## src/rtl/uart_fifo_pkg.sv

```systemverilog
package uart_fifo_pkg;
  localparam int unsigned DATA_W    = 8;
  localparam int unsigned STD_DEPTH = 16;
  localparam int unsigned EXT_DEPTH = 64;
  localparam int unsigned CNT_W     = $clog2(EXT_DEPTH + 1);

  typedef struct packed {
    logic       en;
    logic       ext;
    logic [1:0] trig;
  } fcr_cfg_t;
endpackage

```

## src/rtl/ufc_fcr_regs.sv

```systemverilog
module ufc_fcr_regs
  import uart_fifo_pkg::*;
(
  input  logic     clk_i,
  input  logic     rst_ni,
  input  logic     wr_i,
  input  logic     en_bit_i,
  input  logic     rx_clr_bit_i,
  input  logic     tx_clr_bit_i,
  input  logic     ext_bit_i,
  input  logic [1:0] trig_i,
  output fcr_cfg_t cfg_o,
  output logic     rx_clr_o,
  output logic     tx_clr_o
);
  fcr_cfg_t cfg_q;
  logic     mode_chg;

  always_ff @(posedge clk_i or negedge rst_ni) begin
    if (!rst_ni) begin
      cfg_q <= '0;
    end else if (wr_i) begin
      cfg_q.en   <= en_bit_i;
      cfg_q.ext  <= ext_bit_i;
      cfg_q.trig <= trig_i;
    end
  end

  // depth change flushes both directions; clear strobes are never stored
  assign mode_chg = wr_i & ((en_bit_i ^ cfg_q.en) | (ext_bit_i ^ cfg_q.ext));
  assign rx_clr_o = (wr_i & rx_clr_bit_i) | mode_chg;
  assign tx_clr_o = (wr_i & tx_clr_bit_i) | mode_chg;
  assign cfg_o    = cfg_q;
endmodule

```

## src/rtl/ufc_mode_map.sv

```systemverilog
module ufc_mode_map
  import uart_fifo_pkg::*;
#(
  parameter int unsigned STD_DEPTH = uart_fifo_pkg::STD_DEPTH,
  parameter int unsigned EXT_DEPTH = uart_fifo_pkg::EXT_DEPTH,
  parameter int unsigned CNT_W     = $clog2(EXT_DEPTH + 1)
) (
  input  fcr_cfg_t         cfg_i,
  output logic [CNT_W-1:0] cap_o,
  output logic [CNT_W-1:0] level_o
);
  localparam logic [CNT_W-1:0] ONE   = CNT_W'(1);
  localparam logic [CNT_W-1:0] S_CAP = CNT_W'(STD_DEPTH);
  localparam logic [CNT_W-1:0] S_L1  = CNT_W'(STD_DEPTH / 4);
  localparam logic [CNT_W-1:0] S_L2  = CNT_W'(STD_DEPTH / 2);
  localparam logic [CNT_W-1:0] S_L3  = CNT_W'(STD_DEPTH - 2);
  localparam logic [CNT_W-1:0] E_CAP = CNT_W'(EXT_DEPTH);
  localparam logic [CNT_W-1:0] E_L1  = CNT_W'(EXT_DEPTH / 4);
  localparam logic [CNT_W-1:0] E_L2  = CNT_W'(EXT_DEPTH / 2);
  localparam logic [CNT_W-1:0] E_L3  = CNT_W'(EXT_DEPTH - 8);

  always_comb begin
    cap_o   = ONE;
    level_o = ONE;
    if (cfg_i.en && cfg_i.ext) begin
      cap_o = E_CAP;
      unique case (cfg_i.trig)
        2'd0: level_o = ONE;
        2'd1: level_o = E_L1;
        2'd2: level_o = E_L2;
        default: level_o = E_L3;
      endcase
    end else if (cfg_i.en) begin
      cap_o = S_CAP;
      unique case (cfg_i.trig)
        2'd0: level_o = ONE;
        2'd1: level_o = S_L1;
        2'd2: level_o = S_L2;
        default: level_o = S_L3;
      endcase
    end
  end
endmodule

```

## src/rtl/ufc_byte_fifo.sv

```systemverilog
module ufc_byte_fifo #(
  parameter int unsigned DATA_W = 8,
  parameter int unsigned DEPTH  = 64,
  parameter int unsigned CNT_W  = $clog2(DEPTH + 1)
) (
  input  logic              clk_i,
  input  logic              rst_ni,
  input  logic              clr_i,
  input  logic [CNT_W-1:0]  cap_i,
  input  logic              push_i,
  input  logic [DATA_W-1:0] data_i,
  input  logic              pop_i,
  output logic [DATA_W-1:0] data_o,
  output logic [CNT_W-1:0]  count_o
);
  localparam int unsigned PTR_W = $clog2(DEPTH);

  logic [DATA_W-1:0] mem_q [DEPTH];
  logic [PTR_W-1:0]  wr_ptr_q, rd_ptr_q;
  logic [CNT_W-1:0]  count_q;
  logic [DATA_W-1:0] dout_q;
  logic              full, do_pop, do_push;

  function automatic logic [PTR_W-1:0] ptr_next(input logic [PTR_W-1:0] p,
                                                input logic [CNT_W-1:0] cap);
    logic [CNT_W-1:0] nxt;
    nxt = CNT_W'(p) + CNT_W'(1);
    return (nxt >= cap) ? '0 : PTR_W'(nxt);
  endfunction

  assign full    = (count_q >= cap_i);
  assign do_pop  = pop_i & (count_q != '0);
  assign do_push = push_i & (~full | do_pop);

  always_ff @(posedge clk_i) begin
    if (do_push && !clr_i) mem_q[wr_ptr_q] <= data_i;
  end

  always_ff @(posedge clk_i or negedge rst_ni) begin
    if (!rst_ni) begin
      wr_ptr_q <= '0;
      rd_ptr_q <= '0;
      count_q  <= '0;
      dout_q   <= '0;
    end else if (clr_i) begin
      wr_ptr_q <= '0;
      rd_ptr_q <= '0;
      count_q  <= '0;
    end else begin
      if (do_push) wr_ptr_q <= ptr_next(wr_ptr_q, cap_i);
      if (do_pop) begin
        rd_ptr_q <= ptr_next(rd_ptr_q, cap_i);
        dout_q   <= mem_q[rd_ptr_q];
      end
      unique case ({do_push, do_pop})
        2'b10:   count_q <= count_q + CNT_W'(1);
        2'b01:   count_q <= count_q - CNT_W'(1);
        default: count_q <= count_q;
      endcase
    end
  end

  assign data_o  = dout_q;
  assign count_o = count_q;
endmodule

```

## src/rtl/uart_fifo_ctrl.sv

```systemverilog
module uart_fifo_ctrl
  import uart_fifo_pkg::*;
#(
  parameter int unsigned DATA_W    = uart_fifo_pkg::DATA_W,
  parameter int unsigned STD_DEPTH = uart_fifo_pkg::STD_DEPTH,
  parameter int unsigned EXT_DEPTH = uart_fifo_pkg::EXT_DEPTH,
  parameter int unsigned CNT_W     = $clog2(EXT_DEPTH + 1)
) (
  input  logic              clk_i,
  input  logic              rst_ni,
  input  logic              fcr_wr_i,
  input  logic [7:0]        fcr_wdata_i,
  output logic [7:0]        iir_o,
  input  logic              rx_push_i,
  input  logic [DATA_W-1:0] rx_data_i,
  input  logic              rx_pop_i,
  output logic [DATA_W-1:0] rx_data_o,
  output logic [CNT_W-1:0]  rx_count_o,
  output logic              rx_overrun_o,
  output logic              rx_irq_o,
  input  logic              tx_push_i,
  input  logic [DATA_W-1:0] tx_data_i,
  input  logic              tx_pop_i,
  output logic [DATA_W-1:0] tx_data_o,
  output logic [CNT_W-1:0]  tx_count_o
);
  fcr_cfg_t         cfg;
  logic             rx_clr, tx_clr;
  logic [CNT_W-1:0] cap, level;
  logic             ovr_q, rx_drop;
  logic             unused_rsvd;

  assign unused_rsvd = ^fcr_wdata_i[4:3];

  ufc_fcr_regs i_fcr (
    .clk_i        (clk_i),
    .rst_ni       (rst_ni),
    .wr_i         (fcr_wr_i),
    .en_bit_i     (fcr_wdata_i[0]),
    .rx_clr_bit_i (fcr_wdata_i[1]),
    .tx_clr_bit_i (fcr_wdata_i[2]),
    .ext_bit_i    (fcr_wdata_i[5]),
    .trig_i       (fcr_wdata_i[7:6]),
    .cfg_o        (cfg),
    .rx_clr_o     (rx_clr),
    .tx_clr_o     (tx_clr)
  );

  ufc_mode_map #(
    .STD_DEPTH (STD_DEPTH),
    .EXT_DEPTH (EXT_DEPTH),
    .CNT_W     (CNT_W)
  ) i_map (
    .cfg_i   (cfg),
    .cap_o   (cap),
    .level_o (level)
  );

  ufc_byte_fifo #(
    .DATA_W (DATA_W),
    .DEPTH  (EXT_DEPTH),
    .CNT_W  (CNT_W)
  ) i_rx_fifo (
    .clk_i   (clk_i),
    .rst_ni  (rst_ni),
    .clr_i   (rx_clr),
    .cap_i   (cap),
    .push_i  (rx_push_i),
    .data_i  (rx_data_i),
    .pop_i   (rx_pop_i),
    .data_o  (rx_data_o),
    .count_o (rx_count_o)
  );

  ufc_byte_fifo #(
    .DATA_W (DATA_W),
    .DEPTH  (EXT_DEPTH),
    .CNT_W  (CNT_W)
  ) i_tx_fifo (
    .clk_i   (clk_i),
    .rst_ni  (rst_ni),
    .clr_i   (tx_clr),
    .cap_i   (cap),
    .push_i  (tx_push_i),
    .data_i  (tx_data_i),
    .pop_i   (tx_pop_i),
    .data_o  (tx_data_o),
    .count_o (tx_count_o)
  );

  // full with no same-cycle pop: byte is lost
  assign rx_drop = rx_push_i & ~rx_pop_i & (rx_count_o >= cap);

  always_ff @(posedge clk_i or negedge rst_ni) begin
    if (!rst_ni)      ovr_q <= 1'b0;
    else if (rx_clr)  ovr_q <= 1'b0;
    else if (rx_drop) ovr_q <= 1'b1;
  end

  assign rx_overrun_o = ovr_q;
  assign rx_irq_o     = (rx_count_o >= level);
  assign iir_o        = {cfg.en, cfg.en, cfg.en & cfg.ext, 1'b0,
                         rx_irq_o ? 4'b0100 : 4'b0001};
endmodule

```

## config.mk

```make
export PLATFORM = sky130hd
export DESIGN_NAME = uart_fifo_ctrl
export DESIGN_NICKNAME = d
export VERILOG_FILES = /design/src/rtl/uart_fifo_pkg.sv /design/src/rtl/ufc_fcr_regs.sv /design/src/rtl/ufc_mode_map.sv /design/src/rtl/ufc_byte_fifo.sv /design/src/rtl/uart_fifo_ctrl.sv
export SDC_FILE = /design/constraint.sdc
export NUM_CORES = 1
export LEC_CHECK = 0
export ABC_AREA = 0
export BUFFER_PORTS_ARGS = -buffer_cell sky130_fd_sc_hd__buf_2
export CAP_MARGIN = 20
export CORE_MARGIN = 2
export CORE_UTILIZATION = 54
export CTS_BUF_LIST = sky130_fd_sc_hd__clkbuf_2
export CTS_CLUSTER_DIAMETER = 50
export CTS_CLUSTER_SIZE = 20
export DETAILED_ROUTE_END_ITERATION = 8
export PLACE_DENSITY = 0.77
export SETUP_SLACK_MARGIN = 0.5
export SLEW_MARGIN = 20
export SYNTH_ARGS = -nofsm -noshare
export SYNTH_HDL_FRONTEND = slang
export SYNTH_SLANG_ARGS = --single-unit
```

## constraint.sdc

```tcl
create_clock -name clk_i -period 4.1 [get_ports clk_i]
set_input_delay 0.41 -clock clk_i [delete_from_list [all_inputs] [get_ports clk_i]]
set_output_delay 0.41 -clock clk_i [all_outputs]
set_load 0.02 [all_outputs]
```

Yosys cells after proc, flatten, opt, wreduce, memory -nomap -nowiden:

Memories as Yosys holds them, arrays and structs flattened. A register that Yosys moved wholly into a read port is not among the register bits.
Cells that the tools add are included.

* shifts and indexed selects: 0
* multipliers: 0
* order comparisons: 7
* div/mod/pow operators: 0
* eq/ne operators: 6
* mux-type cells: 29
* bitwise gates (word level): 22
* add/subtract/negate cells: 8
* reductions and logical operators: 19

Operators by type and width (number)
* two-way mux 6 bit: 12
* >= comparator 7 bit: 7
* two-way mux 7 bit: 5
* adder 6 x 1 -> 7 bit (second input constant): 4
* case mux 7 bit (2 select lines): 2
* case mux 6 bit (3 select lines): 1
* adder 7 x 1 -> 7 bit (second input constant): 2
* nonzero test 7 bit: 2
* subtractor 7 x 1 -> 7 bit (second input constant): 2
* case mux 4 bit (3 select lines): 1
* bitwise AND 1 bit: 10
* nonzero test 2 bit: 5
* equality test 2 x 1 -> 1 bit (second input constant): 3
* equality test 2 bit (second input constant): 3
* two-way mux 1 bit: 6
* nonzero test 3 bit: 2
* two-way mux 5 bit: 1
* NOT 1 bit: 5
* bitwise OR 1 bit: 5
* logical NOT 1 bit: 4
* AND reduction 2 bit: 2
* logical AND 1 bit: 3
* two-way mux 3 bit: 1
* logical NOT 2 bit: 1
* XOR 1 bit: 2

* RAM bits: 1024
* latch bits: 0
* ROM bits: 0
* output and inout port bits: 40
* input port bits: 31
* register bits after elaboration: 43
* memories: 2
* logic and storage cells: 103

Memories
* i_rx_fifo.mem_q: depth 64, bits a word 8, rd ports 1, clocked after memory_dff 1, write ports 1, line ufc_byte_fifo.sv:18 `logic [DATA_W-1:0] mem_q [DEPTH];`
* i_tx_fifo.mem_q: depth 64, bits a word 8, rd ports 1, clocked after memory_dff 1, write ports 1, line ufc_byte_fifo.sv:18

Depth between registers and ports, before layout:

Gate-level depths: netlist of the first run.

* depth in word-level cells: 9
* mapped depth: 11
* depth with buffers taken out: 11

By module:

From an unflattened synthesis of the first run, not the netlist that was laid out.

* cell total of the unflattened synthesis: 2500
* area, all modules: 44740.4 um^2

By module, submodules not included
* ufc_byte_fifo: sequential area each 16050.4 um^2, cells each 1206, area each 22007.4 um^2, times used 2
* uart_fifo_ctrl: sequential area each 25.0 um^2, cells each 56, area each 429.2 um^2, times used 1
* ufc_fcr_regs: sequential area each 100.1 um^2, cells each 15, area each 186.4 um^2, times used 1
* ufc_mode_map: sequential area each 0.0 um^2, cells each 17, area each 110.1 um^2, times used 1

Worst setup path after synthesis of the first run:

OpenSTA, ideal clock, no wires.

* kind: register to register
* start: reg i_rx_fifo.rd_ptr_q[2]
* end: reg i_rx_fifo.rd_ptr_q[0]
* clock period less this slack: 3.054 ns
* cell stages (with the launch flop): 12
* slack: 1.046 ns
* library setup time: 0.065 ns
* path buffers: 3
* data required time: 4.035 ns
* arrival time: 2.989 ns
* cells stage by stage: dfrtp_1 -> buf_2 -> buf_1 -> buf_1 -> nand3_1 -> xnor2_1 -> ha_1 -> inv_1 -> a31oi_1 -> o41ai_2 -> and2_1 -> mux2_2

* word-level cells in the longest chain between the ends: 5

Ends and longest elaborated chain
* start: declaration: line ufc_byte_fifo.sv:19 `logic [PTR_W-1:0] wr_ptr_q, rd_ptr_q;`
* start signal: assignment: line ufc_byte_fifo.sv:52 `rd_ptr_q <= ptr_next(rd_ptr_q, cap_i);`
* adder 6 x 1 -> 7 bit: line ufc_byte_fifo.sv:27 `nxt = CNT_W'(p) + CNT_W'(1);`
* >= comparator 7 bit: line ufc_byte_fifo.sv:28 `return (nxt >= cap) ? '0 : PTR_W'(nxt);`
* two-way mux 6 bit: line ufc_byte_fifo.sv:28
* two-way mux 6 bit: line ufc_byte_fifo.sv:51 `if (do_pop) begin`
* two-way mux 6 bit: line ufc_byte_fifo.sv:45 `end else if (clr_i) begin`

No other way between the ends. The select of a mux whose other input is x is not followed.
A chain may end at the register's enable or synchronous reset.

Final worst setup path of the first run:

* start: reg i_fcr.cfg_q (netlist bit i_fcr.cfg_o[3])
* end: out iir_o[0]

* word-level cells in the longest chain between the ends: 4
* elaborated cells between the ends (all ways): 5
* classes of those cells: order compare: 1; mux: 3; reduce/logical: 1

Ends and longest elaborated chain
* start: declaration: line ufc_fcr_regs.sv:16 `fcr_cfg_t cfg_q;`
* two-way mux 7 bit or logical AND 1 bit (tied branches): line ufc_mode_map.sv:33, ufc_mode_map.sv:25
* two-way mux 7 bit (*): line ufc_mode_map.sv:25 `if (cfg_i.en && cfg_i.ext) begin`
* >= comparator 7 bit (*): line uart_fifo_ctrl.sv:101 `assign rx_irq_o = (rx_count_o >= level);`
* two-way mux 3 bit (*): line uart_fifo_ctrl.sv:103 `rx_irq_o ? 4'b0100 : 4'b0001};`
* end: declaration: line uart_fifo_ctrl.sv:13 `output logic [7:0] iir_o,`

Every way passes the cells marked *; elsewhere a longest branch is shown, timed or not.

==> impl_metrics.ini, run 1 <==
[place]
io_buffers = 65
place_inst = 3588
gp_congestion = 0.892
dp_hpwl_mm = 62.4

[grt]
overflow = 0
grt_start_max_net_pins = 85
grt_pass1_vias = 23800
grt_pass1_wl_mm = 147
grt_use_total = 0.236
antenna_found_initial = 2

[worst_setup_path]
ff2ff_setup_slack_ps = 560
critPathRequiredTime_ps = 3690
cp-end-kind = output port
cp_max_fo = 4
r2r_cells = 9
crit_start = i_fcr.cfg_o[3]
worstSetupStartpointType = flop
worstSetupPathType = reg -> out
r2r_start = i_fcr.cfg_o[3]
critPathArrivalTime_ps = 3420
rr_endpoint = i_rx_fifo.count_o[6]

[floorplanning]
die_h_um = 289
rows = 104
pin_count = 71
die_area_mm2 = 0.0834
coreArea_mm2 = 0.0804
start_util = 0.545
die_x_um = 289

[sta]
max_freq_mhz = 261
fin_crit_sh = 0.935
rsz0062_at_grt = yes
drv_slew = 0
fin_skew_ps = 233
timing_hold_violations_final = 0
tns_ps = 0
worst_pin_slew_ps = 1120
min_period_ps = 3830
timing.slew.headroom = 0.249
setup_viol = 0

[logic_synthesis]
async_reset_ff_frac = 0.0545
synthesis.area_mm2 = 0.0438
synthCells = 2450
synth_area_per_cell_um2 = 17.9
seq_area_frac_synth = 0.735
ys_warn_count = 0
synth.ff_latch_count = 1083
synthDistinctLibCells = 76
synth_flop_cell = edfxtp_1
synth_edf_count = 1024

[routing]
drcViolationCount = 0
vias = 23900
wl_per_cell_um = 25.7
dr.pass1.iters = 6
viasPerCell = 6.25
ant_nets = 0
wl_mm = 98.6
drtIter0Drc = 3144

[cts]
tritoncts = yes
cts_buffer_depth = 3
cts_inserted_buffers = 92
path_clk_slew_ps = 320
numClockSinks = 1083
htree_levels = 3
insertion_delay_ps = 1410
root_buffer = clkbuf_2

[hold_path]
hold-path-endpoint = i_rx_fifo.mem_q[23][2]
hold_depth = 2
hold_path_class = in -> reg
min_from = rx_data_i[2]

[finish]
regArea_mm2 = 0.0322
fill_cells = 5676
layout_commonest_cell = edfxtp_1
final_cell_mix = edfxtp_1 (1024), mux2i_1 (227), mux4_2 (160)
syn_to_final_growth_pct = 10.4
multi_input_area_mm2 = 0.0111
final_util = 0.602
final_cells = 3831
drive_gt1_frac = 0.229
nets = 2757

[status]
status = completed

[power_and_ir_drop]
power_density_mw_per_mm2 = 446
power_mw = 21.6
ir_drop_mv = 0.356
leakage_nw = 15.3

[flow_run]
drv_cap = 0
## logic make-up after synthesis
| logic type | count (synthesis) | synth area share |
|---|---|---|
| multiplexers | 390 | 0.135 |
| adder cells (fa/ha/maj) | 40 | 0.0118 |
| AO/OA/AOI/OAI | 288 | 0.0466 |
| flip-flops | 1083 | 0.735 |
| other | 1 | 0.0000856 |
| AND/OR/NAND/NOR | 466 | 0.0511 |
| XOR/XNOR | 19 | 0.00380 |
| buffers and inverters | 163 | 0.0162 |
## power breakdown
group / switching [mW] / total (mW) / internal, mW
clock: 3.90 / 5.29 / 1.39
combinational: 2.12 / 3.69 / 1.57
sequential: 0.317 / 12.6 / 12.3
## cells in the mapped netlist (all sizes together), types with 6 or more instances
cell | n | area share
a21o | 7 | 0.0012
a21oi | 44 | 0.0050
a221oi | 8 | 0.0016
a22oi | 113 | 0.019
a31oi | 7 | 0.0010
and2 | 11 | 0.0016
buf | 84 | 0.0095
clkbuf | 58 | 0.0050
dfrtp | 59 | 0.034
edfxtp | 1024 | 0.70
ha | 38 | 0.011
inv | 21 | 0.0018
mux2i | 227 | 0.052
mux4 | 160 | 0.082
nand2 | 81 | 0.0069
nand2b | 14 | 0.0020
nand3 | 82 | 0.0096
nand4 | 29 | 0.0041
nor2 | 187 | 0.016
nor2b | 15 | 0.0023
nor3 | 8 | 0.0010
o21ai | 31 | 0.0036
o221ai | 16 | 0.0032
o22ai | 17 | 0.0024
o31ai | 12 | 0.0021
or3 | 6 | 0.00086
xnor2 | 9 | 0.0018
xor2 | 10 | 0.0020
## sequential cells by signal, indices dropped and copies added (netlist names)
name	count
i_rx_fifo.count_o	7
i_tx_fifo.rd_ptr_q	6
i_rx_fifo.wr_ptr_q	6
i_fcr.cfg_o	4
i_rx_fifo.data_o	8
i_rx_fifo.mem_q	512
i_tx_fifo.wr_ptr_q	6
i_tx_fifo.mem_q	512
i_tx_fifo.count_o	7
i_tx_fifo.data_o	8
i_rx_fifo.rd_ptr_q	6
rx_overrun_o	1
## stage by stage
step | area [um2] | hold slack (ps) | worst slack [ps]
floorplan | 43800 | 114 | 1050
global route | 48400 | 64.4 | 149
detailed placement | 46100 | 489 | 558
CTS | 48100 | 14.0 | 196
finish | 48400 | 90.7 | 268
global placement | 46100 | 488 | 600
## per-layer routing
metal | share of wire | global-route usage | up-vias
met2 | 0.49 | 0.379 | 1187
met5 | 0.00013 | 0 | -
li1 | - | - | 10400
met4 | 0.028 | 0.0750 | 2
met1 | 0.39 | 0.333 | 12200
met3 | 0.091 | 0.0443 | 193
## worst max path at each step
stage                                   endpoint  slack, ps  depth (start not counted)
after global placement    i_rx_fifo.mem_q[39][4]        600                          9
after global routing                    iir_o[0]        150                          9
after detailed placement  i_rx_fifo.mem_q[37][4]        560                          9
final                                   iir_o[0]        270                          9
after CTS                               rx_irq_o        200                          9
after floorplan            i_rx_fifo.rd_ptr_q[0]       1050                         11
## worst max-delay path, cell delays in order (launching register included)
cell      delay (ps)
dfrtp_2          470
buf_6            100
nand4_1           90
ha_1             310
a21o_1           180
a21o_1           150
a21o_1           150
a21o_1           180
a211oi_1         280
buf_4            200
## cell type report
| cell class | instances | share of cell area |
|---|---|---|
| inverters | 21 | 0.00171 |
| well taps | 1060 | 0.0274 |
| diodes | 6 | 0.000310 |
| multi-input cells | 1206 | 0.230 |
| clock buffers | 96 | 0.00993 |
| flip-flops and latches | 1083 | 0.666 |
| repair buffers | 282 | 0.0457 |
| clock inverters | 77 | 0.0180 |
## repair_timing
| action | 4_1_cts | 5_1_grt |
|---|---|---|
| setup endpoints to repair | 11 | 393 |
| gates resized for setup | 19 | 63 |
| buffers inserted | 8 | 2 |
| pin swaps | 7 | 0 |
| hold buffers | 54 | 0 |
| endpoints found under the hold margin | 1194 | 0 |
Note: power is estimated with default switching activity, not from simulation.
==> run 2: changes to the inputs <==
SETUP_SLACK_MARGIN = not set   (was 0.5)
==> run 2 against run 1 <==
Net effect:
- first-iteration DRC count down 3.8%
- power down 0.41%
- critical endpoint is now iir_o[2]
- register-to-register slack worse by 350 ps
- global-route usage down 0.086 points
- critical path type unchanged
==> impl_metrics.ini, run 2 (synthesized netlist as in run 1, its figures left out) <==
[sta]
fin_skew_ps = 227
min_period_ps = 3970
timing_hold_violations_final = 0
setup_ws_ps = 125
rsz0062_at_grt = no
worst_pin_slew_ps = 960
max_freq_mhz = 252
tns_ps = 0
drv_slew = 0
timing.slew.headroom = 0.360
setup_viol = 0
whs_ps = 109
fin_crit_sh = 0.969

[hold_path]
hold_path_class = in -> reg

[routing]
viasPerCell = 6.27
ant_nets = 0
drcViolationCount = 0
drtIter0Drc = 3025
wl_per_cell_um = 25.7
wl_mm = 98.2
vias = 24000
dr.pass1.iters = 6

[cts]
htree_levels = 3
cts_buffer_depth = 3
insertion_delay_ps = 1390
cts_inserted_buffers = 92
path_clk_slew_ps = 320
root_buffer = clkbuf_2
tritoncts = yes
numClockSinks = 1083

[flow_run]
drv_cap = 0

[grt]
grt_use_total = 0.236
overflow = 0
grt_start_max_net_pins = 85
grt_pass1_wl_mm = 146
grt_pass1_vias = 23700
antenna_found_initial = 2

[worst_setup_path]
cp-end-kind = output port
worstSetupPathType = reg -> out
max_stage_delay_ps = 510
worstSetupStartpointType = flop
cp_max_fo = 7
slowest_stage = dfrtp_2
crit_path_cell_trace = buf_4 -> nand2_1 -> inv_1 -> nand2_1 -> ha_1 -> a21o_1 -> a211o_1 -> buf_2
critPathTopFamily = simple AND/OR/NAND/NOR gates
cp_common_cell = nand2_1
crit_buf_inv = 3
critPathArrivalTime_ps = 3560
critPathRequiredTime_ps = 3690

[finish]
final_cell_mix = edfxtp_1 (1024), mux2i_1 (227), nor2_1 (185)
nets = 2755
drive_gt1_frac = 0.213
final_cells = 3829
syn_to_final_growth_pct = 9.77
top_regs = i_rx_fifo.mem_q (512), i_tx_fifo.mem_q (512)
layout_commonest_cell = edfxtp_1
final_util = 0.598

[place]
io_buffers = 65
dp_hpwl_mm = 62.4
place_inst = 3588
gp_congestion = 0.892
place_ws_ps = 558

[power_and_ir_drop]
ir_drop_mv = 0.355
leakage_nw = 15.2
power_density_mw_per_mm2 = 447

[floorplanning]
start_util = 0.545
die_h_um = 289
die_x_um = 289
die_area_mm2 = 0.0834
coreArea_mm2 = 0.0804
rows = 104
pin_count = 71

[status]
status = completed
## run 2: cell count changes in the layout (fill, tap and decap cells not counted), sizes merged
cell         change
buf              -4
clkinvlp         -1
dlygate4sd3      +2
inv              +1
## run 2: cell type report
class	count	area, um2
Tap cell	1060	1330
Clock buffer	96	480
Clock inverter	77	871
Multi-Input combinational cell	1206	10900
Sequential cell	1083	32200
Inverter	21	78.8
Timing Repair Buffer	280	2180
Antenna cell	6	15.0
Fill cell	5733	32300
## run 2: layer usage
| metal | vias up | part of all wire | GRT usage |
|---|---|---|---|
| li1 | 10400 | - | - |
| met1 | 12200 | 0.39 | 0.333 |
| met2 | 1266 | 0.49 | 0.377 |
| met3 | 209 | 0.095 | 0.0439 |
| met4 | 2 | 0.030 | 0.0754 |
| met5 | - | 0.00013 | 0 |
## run 2: through the flow
stage	total power [mW]	instance area, um2
after detailed placement	16.3	46100
after global routing	22.3	48100
final	21.5	48100
after floorplan	15.2	43800
after CTS	21.5	48000
after global placement	16.2	46100
## run 2: worst paths after layout
path | from | end | slack [ps] | cells past startpoint
min in group asynchronous | rst_ni | i_rx_fifo.data_o[2] | 600 | 5
hold reg to reg | i_tx_fifo.data_o[4] | i_tx_fifo.data_o[4] | 610 | 2
setup reg to reg | i_fcr.cfg_o[3] | rx_overrun_o | 210 | 12
hold / removal | rx_data_i[2] | i_rx_fifo.mem_q[20][2] | 110 | 2
max in group asynchronous | rst_ni | i_tx_fifo.rd_ptr_q[0] | 2960 | 5
setup / recovery | i_fcr.cfg_o[3] | iir_o[2] | 130 | 8
## run 2: timing repair
action	4_1_cts	5_1_grt
hold buffers	56	0
buffers inserted	0	6
hold endpoints to repair	1194	0
endpoints found under the setup margin	3	3
gates cloned	0	0
gates resized for setup	2	3
## run 2: report_power, final
part / total, mW / internal, mW / switching, mW / leakage [nW]
logic: 3.61 / 1.54 / 2.08 / 4.46
clock network: 5.28 / 1.39 / 3.89 / 0.798
registers: 12.6 / 12.3 / 0.315 / 9.96
total: 21.5 / 15.2 / 6.28 / 15.2
## run 2: worst reg2reg max path, cell delays in order, from the launching register on
cell and delay [ps]:
dfrtp_2 490, buf_4 130, nand2_1 330, ha_1 450
o31ai_1 80, a21oi_1 190, nor2_1 100, nor3b_1 200
dlygate4sd3_1 580, nor2_1 40, dlygate4sd3_1 570, nor2_1 110
dlygate4sd3_1 570
